<file path="src/rtl/cmdtab_pkg.sv">
package cmdtab_pkg;

  localparam int unsigned WORD_W = 32;
  localparam int unsigned OFFS_W = 28;
  localparam int unsigned SPC_W  = 8;

  // opcode values held in the top nibble of each header word
  localparam logic [3:0] OPC_DWR  = 4'h0;
  localparam logic [3:0] OPC_POLL = 4'h2;
  localparam logic [3:0] OPC_RMW  = 4'h3;
  localparam logic [3:0] OPC_IWR  = 4'h8;
  localparam logic [3:0] OPC_END  = 4'hF;

  typedef enum logic [2:0] {
    K_WRITE,
    K_POLL,
    K_RMW,
    K_END,
    K_BAD
  } kind_e;

  typedef enum logic [1:0] {
    ST_OK      = 2'd0,
    ST_TIMEOUT = 2'd1,
    ST_BADOP   = 2'd2,
    ST_OVERRUN = 2'd3
  } status_e;

  typedef enum logic [2:0] {
    S_IDLE,
    S_HREQ,
    S_HCAP,
    S_OREQ,
    S_OCAP,
    S_READ,
    S_WRITE
  } state_e;

endpackage

</file>
<file path="src/rtl/cmdtab_decode.sv">
module cmdtab_decode
  import cmdtab_pkg::*;
(
  input  logic [WORD_W-1:0] hdr_i,
  output kind_e             kind_o,
  output logic [1:0]        nops_o,
  output logic              indir_o,
  output logic [OFFS_W-1:0] addr_o,
  output logic [SPC_W-1:0]  space_o
);

  logic [3:0] opc;

  assign opc = hdr_i[WORD_W-1 -: 4];

  always_comb begin
    kind_o  = K_BAD;
    nops_o  = 2'd0;
    indir_o = 1'b0;
    addr_o  = hdr_i[OFFS_W-1:0];
    space_o = '0;
    case (opc)
      OPC_DWR: begin
        kind_o = K_WRITE;
        nops_o = 2'd1;
      end
      OPC_IWR: begin
        kind_o  = K_WRITE;
        nops_o  = 2'd1;
        indir_o = 1'b1;
        addr_o  = {{(OFFS_W-20){1'b0}}, hdr_i[19:0]};
        space_o = hdr_i[27:20];
      end
      OPC_POLL: begin
        kind_o = K_POLL;
        nops_o = 2'd2;
      end
      OPC_RMW: begin
        kind_o = K_RMW;
        nops_o = 2'd2;
      end
      OPC_END: kind_o = K_END;
      default: kind_o = K_BAD;
    endcase
  end

endmodule

</file>
<file path="src/rtl/cmdtab_merge.sv">
module cmdtab_merge #(
  parameter int unsigned W = 32
) (
  input  logic [W-1:0] old_i,
  input  logic [W-1:0] data_i,
  input  logic [W-1:0] mask_i,
  input  logic [W-1:0] expect_i,
  output logic [W-1:0] merged_o,
  output logic         match_o
);

  logic [W-1:0] diff;

  for (genvar b = 0; b < W; b++) begin : g_bit
    assign merged_o[b] = mask_i[b] ? data_i[b] : old_i[b];
    assign diff[b]     = mask_i[b] & (old_i[b] ^ expect_i[b]);
  end

  assign match_o = ~|diff;

endmodule

</file>
<file path="src/rtl/cmdtab_polltmr.sv">
module cmdtab_polltmr #(
  parameter int unsigned TW = 16
) (
  input  logic          clk,
  input  logic          rst_n,
  input  logic          clr_i,
  input  logic          miss_i,
  input  logic [TW-1:0] limit_i,
  output logic          expire_o
);

  logic [TW-1:0] cnt_q, cnt_d;
  logic          cnt_en;

  assign cnt_en   = clr_i | miss_i;
  assign expire_o = miss_i && (cnt_q == limit_i);

  always_comb begin
    if (clr_i) cnt_d = '0;
    else       cnt_d = cnt_q + 1'b1;
  end

  always_ff @(posedge clk or negedge rst_n) begin
    if (!rst_n)      cnt_q <= '0;
    else if (cnt_en) cnt_q <= cnt_d;
  end

endmodule

</file>
<file path="src/rtl/cmdtab_seq.sv">
module cmdtab_seq
  import cmdtab_pkg::*;
#(
  parameter int unsigned AW = 16,
  parameter int unsigned TW = 16
) (
  input  logic          clk,
  input  logic          rst_n,
  input  logic          start_i,
  input  logic [AW-1:0] tbl_base_i,
  input  logic [AW-1:0] tbl_len_i,
  input  logic [TW-1:0] poll_limit_i,
  output logic          tbl_rd_o,
  output logic [AW-1:0] tbl_addr_o,
  input  logic [31:0]   tbl_data_i,
  output logic          rb_rd_o,
  output logic          rb_wr_o,
  output logic [27:0]   rb_addr_o,
  output logic [7:0]    rb_space_o,
  output logic          rb_indir_o,
  output logic [31:0]   rb_wdata_o,
  input  logic [31:0]   rb_rdata_i,
  input  logic          rb_ready_i,
  output logic          busy_o,
  output logic          done_o,
  output logic [1:0]    status_o
);

  localparam int unsigned PW = AW + 1;

  state_e            state_q, state_d;
  logic [PW-1:0]     ptr_q, ptr_d, end_q, end_d;
  logic [WORD_W-1:0] hdr_q, op0_q, op1_q, wdata_q, wdata_d;
  logic [TW-1:0]     limit_q;
  logic              opn_q, opn_d;
  logic              busy_q, busy_d, done_q, done_d;
  status_e           status_q, status_d;

  logic ld_run, ld_ptr, ld_hdr, ld_op0, ld_op1, ld_wdata, ld_opn, ld_stat;
  logic fin;
  status_e fin_code;
  logic tmr_clr, tmr_miss, tmr_expire;
  logic at_end;

  logic [WORD_W-1:0] dec_in;
  kind_e             kind;
  logic [1:0]        nops;
  logic              d_indir;
  logic [OFFS_W-1:0] d_addr;
  logic [SPC_W-1:0]  d_space;
  logic [WORD_W-1:0] merged, mask_sel;
  logic              match;

  assign dec_in = (state_q == S_HCAP) ? tbl_data_i : hdr_q;

  cmdtab_decode u_dec (
    .hdr_i   (dec_in),
    .kind_o  (kind),
    .nops_o  (nops),
    .indir_o (d_indir),
    .addr_o  (d_addr),
    .space_o (d_space)
  );

  assign mask_sel = (kind == K_POLL) ? op0_q : op1_q;

  cmdtab_merge #(.W(WORD_W)) u_mrg (
    .old_i    (rb_rdata_i),
    .data_i   (op0_q),
    .mask_i   (mask_sel),
    .expect_i (op1_q),
    .merged_o (merged),
    .match_o  (match)
  );

  cmdtab_polltmr #(.TW(TW)) u_tmr (
    .clk      (clk),
    .rst_n    (rst_n),
    .clr_i    (tmr_clr),
    .miss_i   (tmr_miss),
    .limit_i  (limit_q),
    .expire_o (tmr_expire)
  );

  assign at_end = (ptr_q >= end_q);

  // next-state process
  always_comb begin
    state_d  = state_q;
    ptr_d    = ptr_q + 1'b1;
    end_d    = {1'b0, tbl_base_i} + {1'b0, tbl_len_i};
    wdata_d  = tbl_data_i;
    opn_d    = 1'b0;
    busy_d   = busy_q;
    done_d   = 1'b0;
    status_d = status_q;
    ld_run   = 1'b0;
    ld_ptr   = 1'b0;
    ld_hdr   = 1'b0;
    ld_op0   = 1'b0;
    ld_op1   = 1'b0;
    ld_wdata = 1'b0;
    ld_opn   = 1'b0;
    ld_stat  = 1'b0;
    fin      = 1'b0;
    fin_code = ST_OK;
    tmr_clr  = 1'b0;
    tmr_miss = 1'b0;

    case (state_q)
      S_IDLE: begin
        if (start_i) begin
          ld_run   = 1'b1;
          ld_ptr   = 1'b1;
          ptr_d    = {1'b0, tbl_base_i};
          busy_d   = 1'b1;
          status_d = ST_OK;
          ld_stat  = 1'b1;
          state_d  = S_HREQ;
        end
      end
      S_HREQ: begin
        if (at_end) begin
          fin      = 1'b1;
          fin_code = ST_OVERRUN;
        end else begin
          ld_ptr  = 1'b1;
          state_d = S_HCAP;
        end
      end
      S_HCAP: begin
        ld_hdr = 1'b1;
        case (kind)
          K_END: begin
            fin      = 1'b1;
            fin_code = ST_OK;
          end
          K_BAD: begin
            fin      = 1'b1;
            fin_code = ST_BADOP;
          end
          default: begin
            ld_opn  = 1'b1;
            opn_d   = 1'b0;
            state_d = S_OREQ;
          end
        endcase
      end
      S_OREQ: begin
        if (at_end) begin
          fin      = 1'b1;
          fin_code = ST_OVERRUN;
        end else begin
          ld_ptr  = 1'b1;
          state_d = S_OCAP;
        end
      end
      S_OCAP: begin
        if (!opn_q) begin
          ld_op0 = 1'b1;
          if (nops == 2'd1) begin
            ld_wdata = 1'b1;
            state_d  = S_WRITE;
          end else begin
            ld_opn  = 1'b1;
            opn_d   = 1'b1;
            state_d = S_OREQ;
          end
        end else begin
          ld_op1  = 1'b1;
          tmr_clr = 1'b1;
          state_d = S_READ;
        end
      end
      S_READ: begin
        if (rb_ready_i) begin
          if (kind == K_RMW) begin
            wdata_d  = merged;
            ld_wdata = 1'b1;
            state_d  = S_WRITE;
          end else if (match) begin
            state_d = S_HREQ;
          end else begin
            tmr_miss = 1'b1;
            if (tmr_expire) begin
              fin      = 1'b1;
              fin_code = ST_TIMEOUT;
            end
          end
        end
      end
      S_WRITE: begin
        if (rb_ready_i) state_d = S_HREQ;
      end
      default: state_d = S_IDLE;
    endcase

    if (fin) begin
      state_d  = S_IDLE;
      busy_d   = 1'b0;
      done_d   = 1'b1;
      status_d = fin_code;
      ld_stat  = 1'b1;
    end
  end

  // register process
  always_ff @(posedge clk or negedge rst_n) begin
    if (!rst_n) begin
      state_q  <= S_IDLE;
      busy_q   <= 1'b0;
      done_q   <= 1'b0;
      status_q <= ST_OK;
      ptr_q    <= '0;
      end_q    <= '0;
      limit_q  <= '0;
      hdr_q    <= '0;
      op0_q    <= '0;
      op1_q    <= '0;
      wdata_q  <= '0;
      opn_q    <= 1'b0;
    end else begin
      state_q <= state_d;
      busy_q  <= busy_d;
      done_q  <= done_d;
      if (ld_stat)  status_q <= status_d;
      if (ld_ptr)   ptr_q    <= ptr_d;
      if (ld_run)   end_q    <= end_d;
      if (ld_run)   limit_q  <= poll_limit_i;
      if (ld_hdr)   hdr_q    <= tbl_data_i;
      if (ld_op0)   op0_q    <= tbl_data_i;
      if (ld_op1)   op1_q    <= tbl_data_i;
      if (ld_wdata) wdata_q  <= wdata_d;
      if (ld_opn)   opn_q    <= opn_d;
    end
  end

  assign tbl_rd_o   = ((state_q == S_HREQ) || (state_q == S_OREQ)) && !at_end;
  assign tbl_addr_o = ptr_q[AW-1:0];
  assign rb_rd_o    = (state_q == S_READ);
  assign rb_wr_o    = (state_q == S_WRITE);
  assign rb_addr_o  = d_addr;
  assign rb_space_o = d_space;
  assign rb_indir_o = d_indir;
  assign rb_wdata_o = wdata_q;
  assign busy_o     = busy_q;
  assign done_o     = done_q;
  assign status_o   = status_q;

endmodule

</file>
<file path="config.mk">
export PLATFORM = sky130hd
export DESIGN_NAME = cmdtab_seq
export DESIGN_NICKNAME = d
export VERILOG_FILES = /design/src/rtl/cmdtab_pkg.sv /design/src/rtl/cmdtab_decode.sv /design/src/rtl/cmdtab_merge.sv /design/src/rtl/cmdtab_polltmr.sv /design/src/rtl/cmdtab_seq.sv
export SDC_FILE = /design/constraint.sdc
export NUM_CORES = 1
export LEC_CHECK = 0
export ABC_AREA = 1
export BUFFER_PORTS_ARGS = -buffer_cell sky130_fd_sc_hd__buf_2
export CAP_MARGIN = 0
export CORE_MARGIN = 2
export CORE_UTILIZATION = 61
export DETAILED_ROUTE_END_ITERATION = 7
export MAX_ROUTING_LAYER = met4
export PLACE_DENSITY = 0.87
export SLEW_MARGIN = 20
export SYNTH_ARGS = -nofsm -noshare
export SYNTH_HDL_FRONTEND = slang
export SYNTH_SLANG_ARGS = --single-unit
</file>
<file path="constraint.sdc">
create_clock -name clk -period 5.2 [get_ports clk]
set_input_delay 1.04 -clock clk [delete_from_list [all_inputs] [get_ports clk]]
set_output_delay 1.04 -clock clk [all_outputs]
set_load 0.01 [all_outputs]
</file>
# == Yosys cells after proc, flatten, opt, wreduce, memory -nomap -nowiden ==
# Index checks and enable logic that the tools add are counted.
# classes
n_addsub,3
order_cmp,1
n_eq_ne,23
mux,102
n_bitwise,65
reduce_logical,16
# op_table
op,count
2-to-1 mux 32 bit,5
2-to-1 mux 1 bit,68
2-to-1 mux 17 bit,2
2-to-1 mux 3 bit,11
bitwise AND 1 bit,32
OR reduction 32 bit,1
bitwise XOR 1 bit,32
2-to-1 mux 28 bit,1
case mux 3 bit (7 select lines),1
adder 16 x 16 -> 17 bit,1
"adder 17 x 1 -> 17 bit, second input constant",1
greater-or-equal comparator 17 bit,1
"adder 16 x 1 -> 16 bit, second input constant",1
== test 16 bit,1
2-to-1 mux 16 bit,1
"== test 3 x 2 -> 1 bit, second input constant",4
"== test 3 bit, second input constant",4
"inequality test 3 bit, second input constant",4
case mux 3 bit (4 select lines),1
2-to-1 mux 2 bit,5
"== test 4 x 2 -> 1 bit, second input constant",2
"== test 4 bit, second input constant",2
2-to-1 mux 8 bit,1
OR reduction 2 bit,4
other kinds (18),24
# totals
register_bits,202
out_inout_bits,92
wordCells,223

# == Logic depth before layout (Yosys ltp) ==
# depth
depth_word,21
mapped_depth,23
depth_no_buf,21

# == By module ==
# From an unflattened synthesis, not the netlist that was laid out.
# hier_totals
cells_unflattened,1680
hier_area_um2,12149.2
# modules_own_cells
module,instances,cells_each,area_each_um2,seq_area_each_um2
cmdtab_seq,1,1223,9623.0,4654.5
cmdtab_polltmr,1,170,1154.9,400.4
cmdtab_merge,1,224,1024.7,0.0
cmdtab_decode,1,63,346.6,0.0

# == Least setup slack after synthesis ==
# No wires, ideal clock.
# synth_timing
path_type,in2out
start,input port tbl_data_i[30]
end,output port rb_space_o[0]
arrival_ps,2305
required_time_ps,4160
path_slack_ps,1855
path_stages,7
path_buffers,0
path_cell_list,nand3_1 > nand2_2 > nor2_1 > nand2_1 > nor2_1 > inv_1 > nor2_1
# synth_between
elab_chain_len,3
# synth_rtl
item,line,source
start: declaration,cmdtab_seq.sv:15,"input logic [31:0] tbl_data_i,"
2-to-1 mux 32 bit,cmdtab_seq.sv:54,assign dec_in = (state_q == S_HCAP) ? tbl_data_i : hdr_q;
== test 4 bit,cmdtab_decode.sv:22,case (opc)
2-to-1 mux 8 bit,cmdtab_decode.sv:22,
end: declaration,cmdtab_seq.sv:19,"output logic [7:0] rb_space_o,"
# Every way passes these cells.

# == Worst setup path after layout ==
# layout_timing
start,register state_q[2]
end,register u_tmr.cnt_q[13]
# layout_between
elab_chain_len,14
word_cells_on_any_way,54
cone_classes,eq/ne: 9; mux: 9; bitwise: 33; reduce/logical: 3
# layout_rtl
item,line,source
start: declaration,cmdtab_seq.sv:31,"state_e state_q, state_d;"
start signal: assignment,cmdtab_seq.sv:223,state_q <= state_d;
== test 3 x 2 -> 1 bit,cmdtab_seq.sv:54,
2-to-1 mux 32 bit,cmdtab_seq.sv:54,
== test 4 bit / zero test 4 bit (equally long branches),cmdtab_decode.sv:22,
OR reduction 2 bit (no line),n/a,
case mux 3 bit (4 select lines),cmdtab_decode.sv:22,
== test 3 x 1 -> 1 bit,cmdtab_seq.sv:65,assign mask_sel = (kind == K_POLL) ? op0_q : op1_q;
2-to-1 mux 32 bit,cmdtab_seq.sv:65,
bitwise AND 1 bit,cmdtab_merge.sv:16,assign diff[b] = mask_i[b] & (old_i[b] ^ expect_i[b]);
OR reduction 32 bit,cmdtab_merge.sv:19,assign match_o = ~|diff;
2-to-1 mux 1 bit,cmdtab_seq.sv:181,end else if (match) begin
2-to-1 mux 1 bit,cmdtab_seq.sv:177,if (kind == K_RMW) begin
2-to-1 mux 1 bit,cmdtab_seq.sv:176,if (rb_ready_i) begin
2-to-1 mux 1 bit,cmdtab_seq.sv:110,case (state_q)
OR 1 bit,cmdtab_polltmr.sv:15,assign cnt_en = clr_i | miss_i;
end signal: assignment,cmdtab_polltmr.sv:25,else if (cnt_en) cnt_q <= cnt_d;
end: declaration,cmdtab_polltmr.sv:12,"logic [TW-1:0] cnt_q, cnt_d;"
# Several ways; a longest one is shown, not always the timed one.
# A chain may end at the register's enable or synchronous reset.

==> impl_metrics.toml <==
[status]
outcome = "complete, no violations"

[routing]
route.met3.wl_um = 2250
route.met2.wl_um = 14200
topRoutingLayerUsed = "met4"
vias_per_cell = 5.60
post_drt_wl_per_cell_um = 15.4
drcViolationCount = 0
wl_met1_um = 12100
drt-total-wl_um = 29500
firstDrtPassIters = 6
ant_nets = 0
first_iter_violations = 795
vias = 10700

[timing]
fmax_mhz = 253
min_period_ns = 3.96
fin_setup_tns_ns = 0
skew_ns = 0.0214
finalSetupViolCount = 0
drv_slew = 0
finalCritPeriodShare_pct = 76.1
worst-slew-pin-transition_ns = 1.09
rsz0062_at_grt = "false"
finalHoldViolCount = 0
maxSlewHeadroom_pct = 26.9
postLayoutSetupSlackWorst_ns = 1.24

[grt]
grt_pass1_wl_um = 48500
grt_max_degree = 121
grt_pass1_vias = 10300
grt-ovfl-total = 0
grt_usage_pct = 30.3
antenna_found_initial = 4

[clocking]
cts_made_buffers = 23
cts_resized = 0
clock-root-buffer = "clkbuf_16"
postCtsSetupRepairBufs = 0
clk_latency_ns = 0.52
clock-sinks = 202
cts_tree = "built"
path_clk_slew_ns = 0.06
postCtsHoldBufs = 0
cts_buffer_depth = 3
htree_num_levels = 1

[placed_design]
dp_worst_setup_slack_ns = 1.28
port_buffers = 207
place.gp.congestion = 0.896
dp_hpwl_um = 20600
place_inst = 1873

[finish]
multi_input_area_um2 = 5430
drive_above_1_share_pct = 17.2
most-common-layout-cells = "nand2_1, buf_2, dfrtp_1, inv_1, o21ai_0"
final_common_cell = "nand2_1"
regArea_um2 = 5050
area_delta_synth_final_pct = 15.3
fill_cells = 1458
finish.net_count = 1816
instances_no_fill = 1915

[pwr]
leakagePower_nw = 6.87
ir_drop_uv = 386
total_power_mw = 7.86
power_density_nw_per_um2 = 591

[critical_path]
crit_chain = "inv_4 -> nand3_4 -> nand2_1 -> nand2_2 -> nor2_8 -> nand2_4 -> nand2_1 -> nand3_1 -> nand2_1 -> nor2_1 -> nand2_1 -> nor2_1 -> nand2_1 -> nand2_2 -> nor2_4 -> inv_2 -> nand2_2 -> nand2_1 -> o21ai_1"
max_stage_delay_ns = 0.48
path_class = "flip-flop to flip-flop"
worst_path_max_delay_cell = "nor2_8"
start_kind = "flip-flop"
crit_required_ns = 5.63
crit_fanout = 55
rr_startpoint = "state_q[2]"
cpMostUsedCell = "nand2_1"
critPathLaunch = "state_q[2]"
critPathCaptureType = "flip-flop"
worstPathArrival_ns = 4.39

[logic_synthesis]
synth_top_area_share_pct = 43.9
synth_edf_count = 0
synth_fp_nets = 1646
yosysUniqueCellTypes = 41
syn_inst = 1494
yosysTopAreaCell = "dfrtp_1"
netlist_area_um2 = 11500
synth_area_leaders = "dfrtp_1, nand2_1, o21ai_0, inv_1, a21oi_1"
avgSynthCellArea_um2 = 7.71
synth_warnings = 0
seq_area_frac_synth_pct = 43.9
ys_dominant_reg_cell = "dfrtp_1"
ys_async_sr_fraction_pct = 100
ys_ff_latch = 202

[min_path]
min_path_type = "flip-flop to flip-flop"
min_from = "status_o[1]"

[die]
die_x_um = 141
io_pins = 208
die-area_um2 = 20000
initial_core_util_pct = 61.8
die_h_um = 141
row_count = 50
coreArea_um2 = 18600

[run]
cap_violations = 0
## synthesized netlist by cell type, drive strengths merged (16+ instances only)
master,n
nand2,400
dfrtp,202
inv,178
o21ai,170
a21oi,99
nand3,92
nor2,75
xor2,56
clkbuf,42
ha,35
buf,30
nor3,20
xnor2,19
nand4,16
## critical path, delay by kind of cell (launching register included)
kind | cells | cell delay (ns)
DFF | 1 | 0.43
AOI/OAI and AO/OA | 1 | 0.07
and+or+nand+nor | 16 | 3.06
buffers and inverters | 2 | 0.27
## state kept, by name, indices dropped and copies added (netlist names)
| signal | cells |
|---|---|
| done_o | 1 |
| status_o | 2 |
| op1_q | 32 |
| end_q | 17 |
| u_tmr.cnt_q | 16 |
| ptr_q | 17 |
| hdr_q | 32 |
| state_q | 3 |
| limit_q | 16 |
| busy_o | 1 |
| op0_q | 32 |
| rb_wdata_o | 32 |
| opn_q | 1 |
## routing by layer
metal / global-route usage, % / vias up
met3: 5.13 / 65
met1: 38.1 / 5047
met5: - / -
met2: 50.3 / 421
met4: 9.95 / 0
li1: - / 5197
## cells by family after synthesis
family / after synthesis / share of synthesized area [%]
fa+ha+maj: 36 / 3.97
xor+xnor: 75 / 5.70
buf+inv: 250 / 9.15
compound gates: 308 / 14.3
simple gates: 622 / 22.9
mux: 1 / 0.0868
flops: 202 / 43.9
## report_power, final
part           internal (mW)  switching [mW]  leakage [nW]
registers               2.25           0.444          2.46
logic                   1.29            2.33          4.05
clock network          0.897           0.648         0.354
total                   4.44            3.42          6.87
## path summary, 6_finish.rpt
path | to | slack, ns | depth (start not counted)
min reg2reg | status_o[1] | 0.47 | 2
min | status_o[1] | 0.47 | 2
max in group asynchronous | hdr_q[5] | 3.52 | 2
max | u_tmr.cnt_q[13] | 1.24 | 19
max reg2reg | u_tmr.cnt_q[13] | 1.24 | 19
min in group asynchronous | hdr_q[15] | 0.65 | 1
## layout make-up
type / instances / area share (%)
Antenna cell: 4 / 0.0753
Clock buffer: 28 / 4.70
Clock inverter: 10 / 0.612
Inverter: 178 / 5.05
Multi-Input combinational cell: 1042 / 40.9
Sequential cell: 202 / 38.0
Tap cell: 234 / 2.20
Timing Repair Buffer: 217 / 8.43
## metrics by stage
step                instance area [um^2]  hold slack (ns)  utilization [%]
finish                             13300            0.470             71.3
global route                       13300            0.501             71.3
CTS                                13300            0.472             71.2
detailed placement                 12600            0.460             67.4
global placement                   12600            0.452             67.4
floorplan                          11500            0.440                -
No activity file was read; power rests on OpenSTA's default activity.
